===== src/rtl/serial_bank_mapper.sv =====
module serial_bank_mapper #(
  parameter int PRG_W = 4,
  parameter int CHR_W = 4
) (
  input  logic             clk,
  input  logic             rst_n,
  input  logic             m2,
  input  logic             cpu_rw_n,
  input  logic [2:0]       cpu_a,
  input  logic             cpu_d0,
  input  logic [2:0]       ppu_a,
  output logic [PRG_W-1:0] prg_bank,
  output logic [CHR_W-1:0] chr_bank,
  output logic             ciram_a10
);

  localparam int MIR_W = 2;

  logic [MIR_W-1:0] mir_q;
  logic [CHR_W-1:0] chr_lo_q, chr_hi_q;
  logic [PRG_W-1:0] prg_q;
  logic             seen_q;
  logic             take;

  assign take = m2 && !cpu_rw_n && cpu_a[2] && !seen_q;

  always_ff @(posedge clk) begin
    if (!rst_n)       seen_q <= 1'b0;
    else if (!m2)     seen_q <= 1'b0;
    else if (take)    seen_q <= 1'b1;
  end

  always_ff @(posedge clk) begin
    if (!rst_n) begin
      mir_q    <= '0;
      chr_lo_q <= '0;
      chr_hi_q <= '0;
      prg_q    <= '0;
    end else if (take) begin
      case (cpu_a[1:0])
        2'd0: mir_q    <= {cpu_d0, mir_q[MIR_W-1:1]};
        2'd1: chr_lo_q <= {cpu_d0, chr_lo_q[CHR_W-1:1]};
        2'd2: chr_hi_q <= {cpu_d0, chr_hi_q[CHR_W-1:1]};
        default: prg_q <= {cpu_d0, prg_q[PRG_W-1:1]};
      endcase
    end
  end

  assign prg_bank = prg_q;
  assign chr_bank = ppu_a[2] ? chr_hi_q : chr_lo_q;

  always_comb begin
    case (mir_q)
      2'd0:    ciram_a10 = 1'b0;
      2'd1:    ciram_a10 = 1'b1;
      2'd2:    ciram_a10 = ppu_a[0];
      default: ciram_a10 = ppu_a[1];
    endcase
  end

  AST_RESET_CLEAR: assert property (@(posedge clk)
    !$past(rst_n) |-> (prg_q == '0 && chr_lo_q == '0 && chr_hi_q == '0 && mir_q == '0));

  AST_ONE_PER_PHASE: assert property (@(posedge clk) disable iff (!rst_n)
    (m2 && $past(m2) && $past(take)) |-> !take);

  AST_HOLD_NO_WRITE: assert property (@(posedge clk) disable iff (!rst_n)
    $past(rst_n) && !$past(m2 && !cpu_rw_n && cpu_a[2]) |->
      ($stable(prg_q) && $stable(chr_lo_q) && $stable(chr_hi_q) && $stable(mir_q)));

  AST_CHR_LO_UNTOUCHED: assert property (@(posedge clk) disable iff (!rst_n)
    $past(rst_n) && $past(take) && $past(cpu_a[1:0]) != 2'd1 |-> $stable(chr_lo_q));

  AST_VERT_FOLLOWS: assert property (@(posedge clk) disable iff (!rst_n)
    (mir_q == 2'd2) |-> (ciram_a10 == ppu_a[0]));

  AST_HORZ_FOLLOWS: assert property (@(posedge clk) disable iff (!rst_n)
    (mir_q == 2'd3) |-> (ciram_a10 == ppu_a[1]));

  AST_CHR_WINDOW: assert property (@(posedge clk) disable iff (!rst_n)
    ppu_a[2] |-> (chr_bank == chr_hi_q));

  AST_PRG_SHIFT_IN: assert property (@(posedge clk) disable iff (!rst_n)
    $past(rst_n) && $past(take) && $past(cpu_a[1:0]) == 2'd3 |-> (prg_q[PRG_W-1] == $past(cpu_d0)));

endmodule


===== config.mk =====
export PLATFORM = sky130hd
export DESIGN_NAME = serial_bank_mapper
export DESIGN_NICKNAME = d
export VERILOG_FILES = /design/src/rtl/serial_bank_mapper.sv
export SDC_FILE = /design/constraint.sdc
export NUM_CORES = 1
export LEC_CHECK = 0
export BUFFER_PORTS_ARGS = -buffer_cell sky130_fd_sc_hd__buf_4
export CORE_AREA = 2 2 39 41
export DETAILED_ROUTE_END_ITERATION = 8
export DIE_AREA = 0 0 41 43
export PLACE_DENSITY_LB_ADDON = 0.12
export SKIP_LAST_GASP = 1
export SLEW_MARGIN = 0
export SYNTH_ARGS = -nofsm -noshare
export SYNTH_HDL_FRONTEND = slang
export SYNTH_SLANG_ARGS = --single-unit

===== constraint.sdc =====
create_clock -name clk -period 2.25 [get_ports clk]
set_input_delay 0.45 -clock clk [delete_from_list [all_inputs] [get_ports clk]]
set_output_delay 0.45 -clock clk [all_outputs]
set_load 0.005 [all_outputs]

Yosys cells after proc, flatten, opt, wreduce, memory -nomap -nowiden. Index checks and enable logic that the tools add are counted.

Register bits: 15. Bits in latches: 0. RAM bits: 0. Memory bits (read-only): 0. Input port bits: 11. Output and inout port bits: 9. Memories kept: 0.

$add $sub $neg: 0. Multiply operators: 0. Divide/modulo/power cells: 0. Order comparisons: 0. Equality and inequality tests: 4. Shift operators: 0. Muxes and demuxes: 2. Bitwise gates (word level): 1. Reductions and logical operators: 13.

Operators with widths (count): 2-bit AND reduction (5); 2-bit by 1-bit == test with 1-bit output, second input constant (2); 2-bit == test, second input constant (2); 2-bit logical NOT (2); 4-bit 2-to-1 mux (1); 1-bit logical AND (3); 1-bit one-hot mux with 3 select lines (1); 3-bit OR reduction (1); 1-bit logical NOT (2); 1-bit inverter (1).

Logic depth before layout (Yosys ltp). Gate-level depths: netlist of run 1.

Word-level depth: 5. Depth in mapped cells: 4. Depth with buffers taken out: 3.

Worst setup path before layout of run 1. OpenSTA, ideal clock, no wires.

Path kind: input to register. Start: input cpu_rw_n. End: register prg_q[3], in the netlist prg_bank[3]. Arrival time: 1219 ps. Path slack: 959 ps. Stages: 4. Buffers on the path: 1. Cell sequence: and4bb_4 -> and3_1 -> buf_6 -> mux2i_1.

Longest elaborated chain between the ends: 5.

Ends and longest elaborated chain: start, declared (line 8) `input logic cpu_rw_n,`; 1-bit logical NOT (line 25) `assign take = m2 && !cpu_rw_n && cpu_a[2] && !seen_q;`; 1-bit logical AND (3 in series) (line 25); 2-bit AND reduction (no line); end signal, assigned (line 44) `default: prg_q <= {cpu_d0, prg_q[PRG_W-1:1]};`; end, declared (line 21) `logic [PRG_W-1:0] prg_q;`.

Every way passes these cells. A chain may end at the register's enable or synchronous reset.

Worst setup path after layout of run 1.
Start: input ppu_a[2]. End: output chr_bank[3].

Longest elaborated chain between the ends: 1.

Ends and longest elaborated chain: start, declared (line 11) `input logic [2:0] ppu_a,`; 4-bit 2-to-1 mux (line 50) `assign chr_bank = ppu_a[2] ? chr_hi_q : chr_lo_q;`; end, declared (line 13) `output logic [CHR_W-1:0] chr_bank,`.

Every way passes these cells.

==> flow_metrics.env, run 1 <==
export IMPL_status="complete, no violations"
export IMPL_hold_path_end="seen_q"
export IMPL_grt_pass1_vias=379
export IMPL_regArea_um2=300
export IMPL_drive_gt1_share_pct=34.5
export IMPL_initial_core_util_pct=46.7
export IMPL_relSlewSlack_pct=84.2
export IMPL_post_place_ws_ns=0.743
export IMPL_synth_edf_count=0
export IMPL_p_clk_share_pct=33.2
export IMPL_r2r_end="prg_bank[2]"
export IMPL_root_buffer="clkbuf_4"
export IMPL_routedWlPerCell_um=10.7
export IMPL_reg2reg_depth=3
export IMPL_num_io_pins=20
export IMPL_diodes=0
export IMPL_rsz0062_at_grt="false"
export IMPL_period_share_pct=65.2
export IMPL_clock_sinks=15
export IMPL_synthMuxAreaShare_pct=28.7
export IMPL_max_cap_violations=0
export IMPL_die_area_um2=1760
export IMPL_ys_ff_latch=15
export IMPL_hold_class="in2reg"
export IMPL_routed_wl_um=1070
export IMPL_hp_start="m2"
export IMPL_cts_tree="built"
export IMPL_end_kind="output pin"
export IMPL_cpMostUsedCell="buf_4"
export IMPL_synth_top_family_by_area="multiplexers"
export IMPL_rows=14
export IMPL_grt_total_usage_pct=15.1
export IMPL_finalPower_uw=452
export IMPL_async_flop_share_pct=0
export IMPL_grt_pass1_wl_um=1700
export IMPL_hold_viol_final=0
export IMPL_synthXorXnorAreaFrac_pct=0
export IMPL_setup_viol=0
export IMPL_cts_setup_buffers=0
export IMPL_multiInputGateArea_um2=318
export IMPL_avgSynthCellArea_um2=10.1
export IMPL_synthAdderAreaFrac_pct=0
export IMPL_syn_to_final_growth_pct=26.2
export IMPL_fin_nets=96
export IMPL_max_stage_delay_ns=0.33
export IMPL_cts_buffers=3
export IMPL_cts_hold_buf=0
export IMPL_hold_depth=3
export IMPL_synthFlopType="dfxtp_1"
export IMPL_h_tree_depth=1
export IMPL_routed_via_density=4.77
export IMPL_cts_resized=0
export IMPL_report_final_slew_viol_count=0
export IMPL_synth_compound_area_share_pct=2.52
export IMPL_reg2reg_setup_slack_ns=1.02
export IMPL_synth_seq_area_share_pct=46.5
export IMPL_die_w_um=41
export IMPL_p_comb_share_pct=7.6
export IMPL_cpMaxStageDelayCell="mux2_2"
export IMPL_path_class="in2out"
export IMPL_first_pass_iters=4
export IMPL_route_antenna_remaining_nets=0
export IMPL_switchingPower_uw=97.1
export IMPL_grt_max_degree=17
export IMPL_coreArea_um2=1380
export IMPL_nFillCells=135
export IMPL_start_kind="input pin"
export IMPL_finalClockSkew_ns=0.00504
export IMPL_cp_cell_sequence="buf_4 -> mux2_2 -> buf_4"
export IMPL_globalRoute_totalOverflow=0
export IMPL_dp_hpwl_um=792
export IMPL_yosys_warnings=0
export IMPL_tightest_slew_ns=0.237
export IMPL_clock_fmax_mhz=681
export IMPL_max_vdd_ir_drop_mv=0.386
export IMPL_dp_cells=96
export IMPL_io_buffers=19
export IMPL_syn_inst=64
export IMPL_critPathArrivalTime_ns=1.02
export IMPL_p_sw_share_pct=21.5
export IMPL_pwr_share_seq_pct=59.2
export IMPL_finalWorstSetupSlack_ns=0.782
export IMPL_clock_latency_ns=0.28
export IMPL_fin_crit_ns=1.47
export IMPL_cp_required_ns=1.80
export IMPL_powerDensity_nw_per_um2=555
export IMPL_antenna_found_initial=0
export IMPL_synth_simple_area_share_pct=18.0
export IMPL_leakagePower_nw=0.414
export IMPL_cp_max_fo=4
export IMPL_num_vias=477
export IMPL_clkTransAtPathRegs_ns=0.08
export IMPL_gp_congestion=0.638
export IMPL_synthesis_area_um2=646
export IMPL_utilization_pct=58.9
export IMPL_r2r_start="seen_q"
export IMPL_drc=0
export IMPL_p_int_uw=355
export IMPL_final_instance_count_excl_fill=100
export IMPL_first_iter_violations=12
export IMPL_syn_num_nets=75
export IMPL_die_y_um=43
export IMPL_final_setup_tns_ns=0
export IMPL_synth_cell_types=14
export IMPL_cts_buffer_depth=2
-- flip-flops by register name, indices dropped and copies added (netlist names) --
signal,count
chr_hi_q,4
chr_lo_q,4
prg_bank,4
seen_q,1
mir_q,2
-- kinds of logic after synthesis --
group	count (synthesis)
simple gates	23
mux	18
flops	15
buf+inv	5
compound gates	3
-- how the worst max path moves through the flow --
stage	startpoint	to	slack (ns)	depth (start not counted)
3_5_place_dp	cpu_rw_n	prg_bank[0]	0.74	4
2_1_floorplan	cpu_rw_n	prg_bank[3]	0.96	4
5_1_grt	mir_q[1]	ciram_a10	0.74	3
3_3_place_gp	cpu_rw_n	prg_bank[0]	0.76	4
4_1_cts	ppu_a[2]	chr_bank[3]	0.78	3
6_report	ppu_a[2]	chr_bank[3]	0.78	3
-- layer usage --
layer | track usage (%) | vias up | routed length [um]
li1 | - | 260 | -
met1 | 21.4 | 202 | 511
met2 | 16.9 | 13 | 474
met3 | 9.42 | 2 | 74
met4 | 8.00 | 0 | 12
met5 | 0 | - | 0
-- per-stage QoR --
| stage | hold WS (ns) | instance area, um^2 |
|---|---|---|
| after floorplan | 0.429 | 646 |
| after global placement | 0.447 | 788 |
| after detailed placement | 0.451 | 788 |
| after CTS | 0.387 | 815 |
| after global routing | 0.392 | 815 |
| final | 0.401 | 815 |
-- cells in the final DEF, fill, tap and decap left out, drive strengths merged --
cell,instances
a21oi,2
and3,1
inv,2
and4bb,1
dfxtp,15
clkbuf,4
buf,19
nor2,2
mux2i,14
nand3b,2
a31oi,1
mux2,4
nand2,17
-- power groups by stage --
stage / logic (mW) / registers (mW) / clock network, mW
global route: 0.0383 / 0.268 / 0.173
floorplan: 0.0167 / 0.274 / 0
detailed placement: 0.0345 / 0.274 / 0
global placement: 0.0340 / 0.274 / 0
CTS: 0.0347 / 0.268 / 0.160
finish: 0.0345 / 0.268 / 0.150
-- Yosys cell counts (2+ instances only) --
cell	n	area, um^2
nor2_1	2	7.51
nand2_1	17	63.8
mux2i_1	14	140
mux2_2	4	45.0
inv_1	2	7.51
a21oi_1	2	10.0
dfxtp_1	15	300
nand3b_2	2	22.5
-- critical path: cells and delay by family --
kind                   cells  cell delay (ns)
buffers and inverters      2             0.24
muxes                      1             0.33
-- layout make-up --
type                       count  area share (%)
clock buffer                   4            3.23
inverter                       2           0.922
multi-input combinational     44            39.0
sequential                    15            36.9
tap                           16            2.46
timing repair buffer          19            17.5
Power figures use the tool's default switching activity.
==> run 2, diff against run 1 <==
Settings changed: ABC_AREA from default to 1, CORE_AREA 2 2 39 41 to default, CORE_MARGIN from default to 2, CORE_UTILIZATION from default to 46, DIE_AREA 0 0 41 43 to default.
Clock period 2.25 ns to 1.29 ns, I/O delays scaled along.
==> flow_metrics.env, run 2 <==
export IMPL_status="complete, no violations"
export IMPL_fin_crit_ns=1.23
export IMPL_syn_to_final_growth_pct=23.4
export IMPL_avgSynthCellArea_um2=6.43
export IMPL_syn_inst=130
export IMPL_dp_hpwl_um=1190
export IMPL_cp_cell_sequence="inv_2 -> o21ai_2 -> nand2_1 -> buf_6"
export IMPL_finalWorstSetupSlack_ns=0.0562
export IMPL_grt_pass1_vias=703
export IMPL_crit_buf_inv=2
export IMPL_synthFlopType="dfxtp_1"
export IMPL_max_vdd_ir_drop_mv=0.622
export IMPL_clock_latency_ns=0.28
export IMPL_first_pass_iters=3
export IMPL_synth_top_area_share_pct=35.9
export IMPL_leakagePower_nw=0.511
export IMPL_start_kind="flip-flop"
export IMPL_die_y_um=46.6
export IMPL_cts_tree="built"
export IMPL_antenna_found_initial=0
export IMPL_gp_congestion=0.808
export IMPL_routed_wl_um=1630
export IMPL_layout_common_cells="nand2_1 (37), inv_1 (27), buf_4 (19)"
export IMPL_nFillCells=175
export IMPL_clock_fmax_mhz=811
export IMPL_clkTransAtPathRegs_ns=0.09
export IMPL_max_cap_violations=0
export IMPL_yosys_warnings=0
export IMPL_drive_gt1_share_pct=24.5
export IMPL_routed_via_density=4.46
export IMPL_rows=15
export IMPL_report_final_slew_viol_count=0
export IMPL_root_buffer="clkbuf_4"
export IMPL_cp_top_family="flip-flops"
export IMPL_num_vias=785
export IMPL_drc=0
export IMPL_period_share_pct=95.6
export IMPL_cp_required_ns=1.03
export IMPL_h_tree_depth=1
export IMPL_regArea_um2=302
export IMPL_globalRoute_totalOverflow=0
export IMPL_placed_cell_area_um2=988
export IMPL_multiInputGateArea_um2=398
export IMPL_mostFrequentLayoutCell="nand2_1"
export IMPL_ys_ff_latch=15
export IMPL_setup_viol=0
export IMPL_cpMaxStageDelayCell="dfxtp_2"
export IMPL_synth_common_cells="nand2_1 (37), inv_1 (28), nor2_1 (17), dfxtp_1 (15), nand4_1 (12)"
export IMPL_grt_total_usage_pct=17.8
export IMPL_path_class="reg2out"
export IMPL_die_w_um=46.6
export IMPL_final_area_um2=1030
export IMPL_post_synth_top_count_cell="nand2_1"
export IMPL_syn_num_nets=141
export IMPL_final_setup_tns_ns=0
export IMPL_end_kind="output pin"
export IMPL_ys_top_cells_by_area="dfxtp_1 (36%), nand2_1 (17%), inv_1 (13%), nand4_1 (9.0%), nor2_1 (7.6%)"
export IMPL_powerDensity_nw_per_um2=858
export IMPL_final_instance_count_excl_fill=176
export IMPL_die_area_um2=2170
export IMPL_fin_nets=163
export IMPL_relSlewSlack_pct=70.9
export IMPL_synth_cell_types=14
export IMPL_clock_sinks=15
export IMPL_io_buffers=19
export IMPL_num_io_pins=20
export IMPL_route_antenna_remaining_nets=0
export IMPL_async_flop_share_pct=0
export IMPL_finalClockSkew_ns=0.00642
export IMPL_rsz0062_at_grt="true"
export IMPL_hold_viol_final=0
export IMPL_cts_buffer_depth=2
export IMPL_initial_core_util_pct=48.4
export IMPL_dp_cells=171
export IMPL_max_stage_delay_ns=0.35
export IMPL_diodes=0
export IMPL_grt_max_degree=18
export IMPL_synth_seq_area_share_pct=35.9
export IMPL_synth_edf_count=0
export IMPL_cts_buffers=3
export IMPL_hold_class="in2reg"
export IMPL_post_place_ws_ns=0.100
export IMPL_synthesis_area_um2=836
export IMPL_cts_hold_buf=0
export IMPL_coreArea_um2=1730
export IMPL_reg2reg_setup_slack_ns=0.14
export IMPL_critPathArrivalTime_ns=0.98
export IMPL_first_iter_violations=8
export IMPL_cp_max_fo=3
export IMPL_tightest_slew_ns=0.435
export IMPL_yosysTopAreaCell="dfxtp_1"
export IMPL_routedWlPerCell_um=9.24
export IMPL_grt_pass1_wl_um=2730
==> run 2: cell count changes in the layout (fill, tap and decap cells not counted), moves of 4 or more <==
cell	previous run	this run
inv_1	2	27
o21ai_0	0	4
nor2_1	2	17
mux2i_1	14	0
mux2_2	4	0
inv_2	0	5
nand2_1	17	37
nand4_1	0	12
==> run 2: repair_timing <==
action / in CTS / in global routing
setup endpoints to repair: 1 / 6
resized for setup: 1 / 4
pin swaps: 0 / 3
setup buffers: 0 / 1
==> run 2: cell families (layout without fill, tap and decap cells) <==
family,Yosys count,after routing,share of synthesized area [%]
AO/OA/AOI/OAI,6,6,3.59
flip-flops,15,15,35.9
buffers and inverters,35,56,16.9
AND/OR/NAND/NOR,74,74,43.6
==> run 2: cell type report <==
cell class,count,area share (%)
Clock buffer,4,2.55
Multi-Input combinational cell,80,38.6
Timing Repair Buffer,20,14.9
Sequential cell,15,29.2
Tap cell,25,3.03
Inverter,32,11.7
==> run 2: report_power, final <==
group | internal [mW] | total [mW] | switching, mW
clock network | 0.120 | 0.270 | 0.150
logic | 0.0554 | 0.136 | 0.0805
registers | 0.473 | 0.478 | 0.00502
==> run 2: final timing paths <==
| kind | startpoint | to | cells after the start |
|---|---|---|---|
| setup reg to reg | seen_q | mir_q[0] | 5 |
| setup / recovery | mir_q[1] | ciram_a10 | 4 |
| hold reg to reg | seen_q | seen_q | 2 |
| hold / removal | m2 | seen_q | 3 |
==> run 2: worst min-delay path, delay by kind of cell <==
kind	cells	cell delay, ns
and+or+nand+nor	1	0.05
buffers and inverters	1	0.11
AOI/OAI and AO/OA	1	0.03
==> run 2: metrics by stage <==
stage	hold WS, ns	util, %	power (mW)
2_1_floorplan	0.374	-	0.571
4_1_cts	0.200	58.8	0.891
3_5_place_dp	0.477	57.2	0.622
6_report	0.200	59.7	0.884
5_1_grt	0.204	59.7	0.936
3_3_place_gp	0.482	57.2	0.619
==> run 2: per-layer routing <==
metal | track usage, % | vias up | part of all wire (%)
met2 | 27.2 | 16 | 43
met3 | 3.53 | 4 | 3.7
met5 | 0 | - | 0
met4 | 10.0 | 0 | 2.3
li1 | - | 434 | -
met1 | 23.0 | 331 | 51
